File: config.mk
export PLATFORM = sky130hd
export DESIGN_NAME = mp_uart
export DESIGN_NICKNAME = d
export VERILOG_FILES = /design/src/rtl/mpu_pkg.sv /design/src/rtl/mpu_tx.sv /design/src/rtl/mpu_rx.sv /design/src/rtl/mpu_filter.sv /design/src/rtl/mp_uart.sv
export SDC_FILE = /design/constraint.sdc
export NUM_CORES = 1
export LEC_CHECK = 0
export BUFFER_PORTS_ARGS = -buffer_cell sky130_fd_sc_hd__buf_2
export CORE_MARGIN = 5
export CORE_UTILIZATION = 50
export DETAILED_ROUTE_END_ITERATION = 10
export PLACE_DENSITY_LB_ADDON = 0.15
export SETUP_SLACK_MARGIN = 0.2
export SYNTH_ARGS = -nofsm -noshare
export SYNTH_HDL_FRONTEND = slang
export SYNTH_SLANG_ARGS = --single-unit
export TNS_END_PERCENT = 100
File: constraint.sdc
create_clock -name clk -period 2.31 [get_ports clk]
set_clock_uncertainty 0.15 [all_clocks]
set_input_delay 0.462 -clock clk [delete_from_list [all_inputs] [get_ports clk]]
set_output_delay 0.462 -clock clk [all_outputs]
set_load 0.02 [all_outputs]
File: src/rtl/mpu_pkg.sv
package mpu_pkg;

  // Number of bit slots in one frame: start, data, optional extra bit, stop.
  function automatic int frame_bits(input int dw, input logic mp);
    return dw + 2 + (mp ? 1 : 0);
  endfunction

  // Line driver enable level for a given activity and polarity selection.
  function automatic logic de_level(input logic active, input logic pol);
    return active ^ pol;
  endfunction

  // Decide whether a received frame is handed to the holding register.
  function automatic logic addr_pass(input logic filt_on, input logic is_addr,
                                     input logic hit, input logic open_now);
    if (!filt_on) return 1'b1;
    if (is_addr)  return hit;
    return open_now;
  endfunction

endpackage

File: src/rtl/mpu_tx.sv
module mpu_tx #(
  parameter int DATA_W = 8,
  parameter int OVS    = 16
) (
  input  logic              clk,
  input  logic              rst_n,
  input  logic              tick,
  input  logic              mp_en,
  input  logic              bit9_val,
  input  logic              start,
  input  logic [DATA_W-1:0] data,
  output logic              busy,
  output logic              txd
);
  localparam int FW = DATA_W + 3;
  localparam int CW = $clog2(OVS);
  localparam int IW = $clog2(DATA_W + 4);
  localparam logic [CW-1:0] LAST_TICK = CW'(OVS - 1);

  logic [FW-1:0] shreg;
  logic [CW-1:0] tcnt;
  logic [IW-1:0] slots_left;
  logic          bit_end;

  assign bit_end = busy && tick && (tcnt == LAST_TICK);

  always_ff @(posedge clk or negedge rst_n) begin
    if (!rst_n) begin
      busy       <= 1'b0;
      shreg      <= '1;
      tcnt       <= '0;
      slots_left <= '0;
    end else if (!busy) begin
      if (start) begin
        busy       <= 1'b1;
        shreg      <= {1'b1, (mp_en ? bit9_val : 1'b1), data, 1'b0};
        tcnt       <= '0;
        slots_left <= IW'(mpu_pkg::frame_bits(DATA_W, mp_en) - 1);
      end
    end else if (tick) begin
      tcnt <= tcnt + 1'b1;
      if (bit_end) begin
        if (slots_left == '0) begin
          busy <= 1'b0;
        end else begin
          slots_left <= slots_left - 1'b1;
          shreg      <= {1'b1, shreg[FW-1:1]};
        end
      end
    end
  end

  assign txd = busy ? shreg[0] : 1'b1;

endmodule

File: src/rtl/mpu_rx.sv
module mpu_rx #(
  parameter int DATA_W = 8,
  parameter int OVS    = 16
) (
  input  logic              clk,
  input  logic              rst_n,
  input  logic              tick,
  input  logic              mp_en,
  input  logic              rxd,
  output logic              done,
  output logic [DATA_W-1:0] data,
  output logic              bit9,
  output logic              stop_ok
);
  localparam int CW = $clog2(OVS);
  localparam int IW = $clog2(DATA_W + 4);
  localparam logic [CW-1:0] MID_TICK  = CW'(OVS / 2 - 1);
  localparam logic [CW-1:0] LAST_TICK = CW'(OVS - 1);

  logic [1:0]        sync;
  logic              rxs;
  logic              prev;
  logic              run;
  logic [CW-1:0]     tcnt;
  logic [IW-1:0]     slot;
  logic [DATA_W-1:0] shreg;
  logic              b9_raw;
  logic [IW-1:0]     stop_slot;
  logic              mid_sample;
  logic              start_edge;

  assign rxs        = sync[1];
  assign stop_slot  = IW'(mpu_pkg::frame_bits(DATA_W, mp_en) - 1);
  assign mid_sample = run && tick && (tcnt == MID_TICK);
  assign start_edge = !run && tick && prev && !rxs;

  always_ff @(posedge clk or negedge rst_n) begin
    if (!rst_n) begin
      sync    <= 2'b11;
      prev    <= 1'b1;
      run     <= 1'b0;
      tcnt    <= '0;
      slot    <= '0;
      shreg   <= '0;
      b9_raw  <= 1'b0;
      done    <= 1'b0;
      data    <= '0;
      bit9    <= 1'b0;
      stop_ok <= 1'b0;
    end else begin
      sync <= {sync[0], rxd};
      done <= 1'b0;
      if (tick) prev <= rxs;
      if (start_edge) begin
        run  <= 1'b1;
        tcnt <= '0;
        slot <= '0;
      end else if (run && tick) begin
        tcnt <= tcnt + 1'b1;
        if (tcnt == LAST_TICK) slot <= slot + 1'b1;
        if (mid_sample) begin
          if (slot == '0) begin
            if (rxs) run <= 1'b0;
          end else if (slot <= IW'(DATA_W)) begin
            shreg <= {rxs, shreg[DATA_W-1:1]};
          end else if (slot == stop_slot) begin
            run     <= 1'b0;
            done    <= 1'b1;
            data    <= shreg;
            bit9    <= mp_en ? b9_raw : 1'b0;
            stop_ok <= rxs;
          end else begin
            b9_raw <= rxs;
          end
        end
      end
    end
  end

endmodule

File: src/rtl/mpu_filter.sv
module mpu_filter #(
  parameter int DATA_W = 8
) (
  input  logic              clk,
  input  logic              rst_n,
  input  logic              done,
  input  logic [DATA_W-1:0] f_data,
  input  logic              f_bit9,
  input  logic              f_stop_ok,
  input  logic              mp_en,
  input  logic              cmp_en,
  input  logic [DATA_W-1:0] node_addr,
  input  logic              err_only,
  input  logic              rd,
  output logic              accept,
  output logic [DATA_W-1:0] rx_data,
  output logic              rx_is_addr,
  output logic              avail,
  output logic              ferr,
  output logic              ovr,
  output logic              irq
);
  logic node_open;
  logic filt_on;
  logic addr_hit;

  assign filt_on  = mp_en && cmp_en;
  assign addr_hit = (f_data == node_addr);
  assign accept   = done && mpu_pkg::addr_pass(filt_on, f_bit9, addr_hit, node_open);

  always_ff @(posedge clk or negedge rst_n) begin
    if (!rst_n) begin
      node_open  <= 1'b0;
      rx_data    <= '0;
      rx_is_addr <= 1'b0;
      avail      <= 1'b0;
      ferr       <= 1'b0;
      ovr        <= 1'b0;
    end else begin
      if (done && filt_on && f_bit9) node_open <= addr_hit;
      if (accept) begin
        rx_data    <= f_data;
        rx_is_addr <= f_bit9;
        avail      <= 1'b1;
        ferr       <= !f_stop_ok;
        if (avail && !rd) ovr <= 1'b1;
        else if (rd)      ovr <= 1'b0;
      end else if (rd) begin
        avail <= 1'b0;
        ferr  <= 1'b0;
        ovr   <= 1'b0;
      end
    end
  end

  assign irq = (avail && !err_only) || ferr || ovr;

endmodule

File: src/rtl/mp_uart.sv
module mp_uart #(
  parameter int DATA_W = 8,
  parameter int OVS    = 16
) (
  input  logic              clk,
  input  logic              rst_n,
  input  logic              tick16,
  input  logic              cfg_mp_en,
  input  logic              cfg_tx_bit9,
  input  logic              cfg_de_pol,
  input  logic              cfg_addr_cmp_en,
  input  logic [DATA_W-1:0] cfg_node_addr,
  input  logic              cfg_err_only_irq,
  input  logic              tx_start,
  input  logic [DATA_W-1:0] tx_data,
  output logic              tx_busy,
  output logic              txd,
  output logic              de,
  input  logic              rxd,
  input  logic              rx_read,
  output logic [DATA_W-1:0] rx_data,
  output logic              rx_is_addr,
  output logic              rx_avail,
  output logic              err_frame,
  output logic              err_overrun,
  output logic              irq
);
  logic              frame_done;
  logic [DATA_W-1:0] f_data;
  logic              f_bit9;
  logic              f_stop_ok;
  logic              accept;

  mpu_tx #(.DATA_W(DATA_W), .OVS(OVS)) u_tx (
    .clk(clk), .rst_n(rst_n), .tick(tick16), .mp_en(cfg_mp_en),
    .bit9_val(cfg_tx_bit9), .start(tx_start), .data(tx_data),
    .busy(tx_busy), .txd(txd)
  );

  assign de = mpu_pkg::de_level(tx_busy, cfg_de_pol);

  mpu_rx #(.DATA_W(DATA_W), .OVS(OVS)) u_rx (
    .clk(clk), .rst_n(rst_n), .tick(tick16), .mp_en(cfg_mp_en), .rxd(rxd),
    .done(frame_done), .data(f_data), .bit9(f_bit9), .stop_ok(f_stop_ok)
  );

  mpu_filter #(.DATA_W(DATA_W)) u_filt (
    .clk(clk), .rst_n(rst_n), .done(frame_done), .f_data(f_data),
    .f_bit9(f_bit9), .f_stop_ok(f_stop_ok), .mp_en(cfg_mp_en),
    .cmp_en(cfg_addr_cmp_en), .node_addr(cfg_node_addr),
    .err_only(cfg_err_only_irq), .rd(rx_read), .accept(accept),
    .rx_data(rx_data), .rx_is_addr(rx_is_addr), .avail(rx_avail),
    .ferr(err_frame), .ovr(err_overrun), .irq(irq)
  );

endmodule

# Word-level counts from Yosys, hierarchy flattened
# Cells that the tools add are included.
# word_totals
register_bits	65
output_inout_bits	16
wordCells	130
# classes
addsub	6
n_lt_le_gt_ge	1
n_eq_ne	10
n_mux	52
bitwise_logic	5
n_reduce_logical	35
# op_table
operator	count
11-bit two-way mux	5
4-bit two-way mux	13
1-bit two-way mux	34
1-bit logical AND	13
4-bit by 1-bit adder with 4-bit output, second input constant	3
6-bit AND reduction	2
5-bit AND reduction	2
2-bit nonzero test	5
4-bit equality test, second input constant	2
8-bit equality test	1
4-bit zero test	2
2-bit inequality test, second input constant	3
3-bit by 1-bit inequality test with 1-bit output, second input constant	2
1-bit zero test	5
4-bit adder, first input constant	1
4-bit by 3-bit equality test with 1-bit output, second input constant	1
4-bit equality test	1
4-bit less-or-equal comparator, second input constant	1
1-bit NOT	4
2-bit AND reduction	2
4-bit AND reduction	1
4-bit by 1-bit subtractor with 4-bit output, second input constant	1
4-bit by 2-bit subtractor with 4-bit output, second input constant	1
3-bit nonzero test	1
2 further kinds	3

# Longest topological paths before layout
# depth
ltp_word	10
ltp_mapped	7
depth_no_buf	6

# Hierarchy
# Synthesis repeated with hierarchy kept, for this count alone.
# unflattened
hier_cells	291
hier_area_um2	3387.0
# modules_own_cells
module	instances	cells_each	area_each_um2
mpu_rx	1	110	1458.9
mpu_tx	1	126	1265.0
mpu_filter	1	54	654.4
mp_uart	1	1	8.8

# Worst setup path after synthesis
# No wires, ideal clock.
# synth_path
path_kind	register to output
startpoint	register u_tx.busy
endpoint	output port de
t_arrival_ps	1410
t_required_ps	1698
setup_slack_ps	288
path_stages_with_launch	4
n_path_buf	2
cell_sequence	dfrtp_1 -> clkbuf_1 -> buf_1 -> xor2_1
# synth_via
elab_chain_len	1
# synth_rtl
element	line_no	source
from (decl)	mpu_tx.sv:12	output logic busy,
from (signal assigned)	mpu_tx.sv:29	busy <= 1'b0;
from (signal assigned)	mpu_tx.sv:35	busy <= 1'b1;
from (signal assigned)	mpu_tx.sv:44	busy <= 1'b0;
1-bit XOR	mpu_pkg.sv:10	return active ^ pol;
to (decl)	mp_uart.sv:18	output logic de,
# No other way between the ends.

# Final worst setup path
# layout_path
startpoint	register u_rx.slot[0]
endpoint	register u_rx.data[2]
# layout_via
elab_chain_len	3
# layout_rtl
element	line_no	source
from (decl)	mpu_rx.sv:25	logic [IW-1:0] slot;
from (signal assigned)	mpu_rx.sv:60	if (tcnt == LAST_TICK) slot <= slot + 1'b1;
4-bit less-or-equal comparator or 4-bit zero test (tied branches)	mpu_rx.sv:64, mpu_rx.sv:62	
1-bit NOT (no source line)	n/a	
6-bit AND reduction (no source line) (*)	n/a	
to (signal assigned)	mpu_rx.sv:69	data <= shreg;
to (decl)	mpu_rx.sv:11	output logic [DATA_W-1:0] data,
# Mark *: on every way between the ends. The rest lies on a longest branch, timed or not.
# A chain may end at the register's enable or synchronous reset.

==> run_results.csv <==
group,metric,value,unit
cts,root_buffer,"clkbuf_8",
setup_path,timing.rr.start,"u_rx.slot[0]",
drt,vias,1970,
synthesis,synth_edf_count,0,
cts,insertion_delay,0.33,ns
place,gp_congestion,0.7453,
power,p_clk_frac,0.294,
synthesis,synth.avg_cell_area,11.74,um^2
cts,cts_tree,"built",
setup_path,path_class,"reg2reg",
global_route,first_global_vias,2016,
setup_path,reg2regPathDepth,6,
synthesis,synth-seq-area-share,0.5406,
timing,setup_ws,0.3563,ns
drt,wl_per_cell,13.31,um
global_route,grt_max_degree,65,
place,port_buffers,42,
power,power.net_switching,846.9,uW
cells_and_area,area_growth,16.97,%
floorplan,initial_utilization,0.5085,
setup_path,cp-start-kind,"flip-flop",
setup_path,required,2.37,ns
synthesis,yosysWarnings,0,
synthesis,ys_seq_elements,64,
place,pre_cts_slack,0.2386,ns
synthesis,synth_nets,287,
setup_path,crit_chain,"inv_1 -> ha_1 -> nor2b_1 -> o21ai_0 -> nand2b_1 -> mux2_2",
floorplan,dieWidth,87.37,um
power,vdd_drop_max,0.0004628,V
cts,cts_max_path_buffers,2,
place,hpwl,3649,um
timing,setup_tns,0,ns
setup_path,slowest_delay,0.42,ns
setup_path,crit_slowest_cell,"nand2b_1",
drt,drc,0,
synthesis,yosys-top-cells-area,"dfrtp_1, dfstp_2, mux2_2, xor2_1, mux2i_1",
power,power.leakage,0.001807,uW
floorplan,io_pins,43,
drt,ant_nets,0,
synthesis,yosys.area.top_type,"dfrtp_1",
cells_and_area,fin_nets,339,
setup_path,timing.rr.end,"u_rx.data[2]",
drt,drt-initial-drc-count,94,
synthesis,synth_flop_cell,"dfrtp_1",
synthesis,ys_async_sr_fraction,1.000,
cts,clk_pin_slew_worst_paths,0.06,ns
power,powerDensity,863.6,nW/um^2
timing,hold_ws,0.07952,ns
synthesis,netlist.area_leader.share,0.4264,
drt,vias_per_cell,5.090,
timing,relSlewSlack,0.6916,
setup_path,cp.arrival,2.02,ns
timing,worst_pin_slew,0.4626,ns
synthesis,synthCells,255,
cells_and_area,drive_above_1_share,0.3494,
drt,dr.pass1.iters,4,
floorplan,coreArea,5886,um^2
setup_path,path_max_fanout,10,
min_path,min-delay-start,"rxd",
min_path,whs_path_depth,1,
flow_run,cap_violations,0,
global_route,grt_usage,0.1553,
synthesis,synth_cell_type_count,42,
synthesis,syn_area,2993,um^2
power,switching_share,0.2801,
global_route,grt_pass1_wl,9294,um
timing,rsz0062_at_grt,"false",
cells_and_area,fillers,496,
cells_and_area,antenna_cells,0,
setup_path,end_kind,"flip-flop",
cts,htreeDepth,3,
floorplan,fp.dieH,87.37,um
timing,setup_viol,0,
setup_path,r2r_slack,0.36,ns
floorplan,row_count,28,
timing,finalHoldViolCount,0,
floorplan,die_area,7633,um^2
drt,wl,5152,um
timing,max_clock_freq,511.8,MHz
min_path,hold_end,"u_rx.sync[0]",
global_route,antenna_found_initial,0,
min_path,hold_class,"in2reg",
cts,cts-buffers-inserted,9,
outcome,outcome,"complete, no violations",
timing,final_max_slew_viol_count,0,
power,comb_power_share,0.196,
power,seqPwrFrac,0.510,
cts,clkSinkCount,64,
cells_and_area,fin_util,0.5948,
timing,period_needed,1.954,ns
power,internal-power,2177,uW
timing,period_share,0.8458,
global_route,grt_overflow,0,
[per-stage QoR]
| step | total power, uW | cell area, um^2 | cells |
|---|---|---|---|
| 2_1_floorplan | 1992 | 2993 | 255 |
| 6_report | 3023 | 3501 | 387 |
| 5_1_grt | 3262 | 3501 | 387 |
| 3_5_place_dp | 2164 | 3311 | 370 |
| 4_1_cts | 3072 | 3501 | 387 |
| 3_3_place_gp | 2140 | 3311 | 370 |
[synthesized netlist by cell type (2+ instances only)]
cell type   n
ha_1        5
a22o_1      2
mux2i_1    10
a31oi_4     2
nor2b_1     4
xor2_1     16
and4_1      2
o21ai_1     2
and3_1      4
nor3_1      4
inv_1      10
dfstp_2    13
o21ai_0    16
xnor2_1     4
nand2_1    20
mux2_2     28
clkbuf_1    3
dfrtp_1    51
nand2b_1    4
buf_2       2
a21oi_1     6
nand4_1     3
nand3_1     7
buf_4       2
nor3b_1     2
nor2_1     17
[routing by layer]
layer	vias up	wire, um	global-route usage
li1	986	-	-
met4	0	72	0.05858
met2	34	2335	0.2390
met1	943	2488	0.2076
met3	7	255	0.04541
met5	-	0	0
[sequential cells by signal (all words and copies together), names as in the netlist]
name / cells
u_tx.shreg: 10
u_filt.rx_data: 8
u_rx.data: 8
u_rx.shreg: 8
u_rx.slot: 4
u_rx.tcnt: 4
u_tx.slots_left: 4
u_tx.tcnt: 4
u_rx.sync: 2
u_filt.avail: 1
u_filt.ferr: 1
u_filt.node_open: 1
u_filt.ovr: 1
u_filt.rx_is_addr: 1
u_rx.b9_raw: 1
u_rx.bit9: 1
u_rx.done: 1
u_rx.prev: 1
u_rx.run: 1
u_rx.stop_ok: 1
u_tx.busy: 1
[worst max path at each step]
| stage | start | cells after the start | slack, ns | endpoint |
|---|---|---|---|---|
| global placement | cfg_mp_en | 5 | 0.27 | u_rx.stop_ok |
| finish | u_rx.slot[0] | 6 | 0.36 | u_rx.data[2] |
| detailed placement | cfg_mp_en | 5 | 0.24 | u_rx.data[2] |
| floorplan | u_tx.busy | 3 | 0.29 | de |
| CTS | u_rx.slot[0] | 6 | 0.31 | u_rx.data[4] |
| global route | u_rx.slot[0] | 6 | 0.22 | u_rx.shreg[7] |
[worst max-delay path, delay by kind of cell, from the launching register on]
kind | cells | cell delay [ns]
simple gates | 2 | 0.48
compound gates | 1 | 0.07
buf+inv | 1 | 0.11
fa+ha+maj | 1 | 0.23
mux | 1 | 0.39
flops | 1 | 0.41
[timing repair]
item                                   in CTS  in global routing
endpoints found under the hold margin      44                  0
gates resized for setup                     0                  0
buffers inserted                            0                  0
hold buffers                                1                  0
[power by group through the flow]
stage / Combinational (uW) / Clock [uW] / Sequential, uW
global placement: 583 / 0 / 1560
finish: 593 / 889 / 1540
CTS: 608 / 922 / 1540
detailed placement: 604 / 0 / 1560
floorplan: 481 / 0 / 1510
global route: 705 / 975 / 1580
[cell usage in the layout (no fill, tap or decap), types with 3 or more instances in the layout]
master and count:
dfrtp_1 51, buf_2 42, mux2_2 28, nand2_1 20, nor2_1 17, o21ai_0 16
xor2_1 16, dfstp_2 13, inv_1 10, mux2i_1 10, clkbuf_8 9, nand3_1 7
a21oi_1 6, buf_4 6, ha_1 5, nor2b_1 4, nor3_1 4, nand2b_1 4
and3_1 4, xnor2_1 4, nand4_1 3, clkinv_2 3, clkbuf_1 3
[cell families (layout without fill, tap and decap cells)]
kind of cell | count (synthesis) | count (layout) | synth area share
fa+ha+maj | 5 | 5 | 0.02090
buf+inv | 19 | 76 | 0.02968
mux | 38 | 38 | 0.1388
simple gates | 73 | 73 | 0.1308
flops | 64 | 64 | 0.5406
xor+xnor | 20 | 20 | 0.05853
compound gates | 36 | 36 | 0.08070
[area by class of cell]
type | instances | area (um^2) | share of cell area
Clock buffer | 12 | 135.1 | 0.03860
Inverter | 10 | 37.54 | 0.01072
Sequential cell | 64 | 1618 | 0.4621
Timing Repair Buffer | 50 | 285.3 | 0.08149
Tap cell | 75 | 93.84 | 0.02680
Clock inverter | 4 | 45.04 | 0.01287
Multi-Input combinational cell | 172 | 1286 | 0.3674
Power figures use the tool's default switching activity.
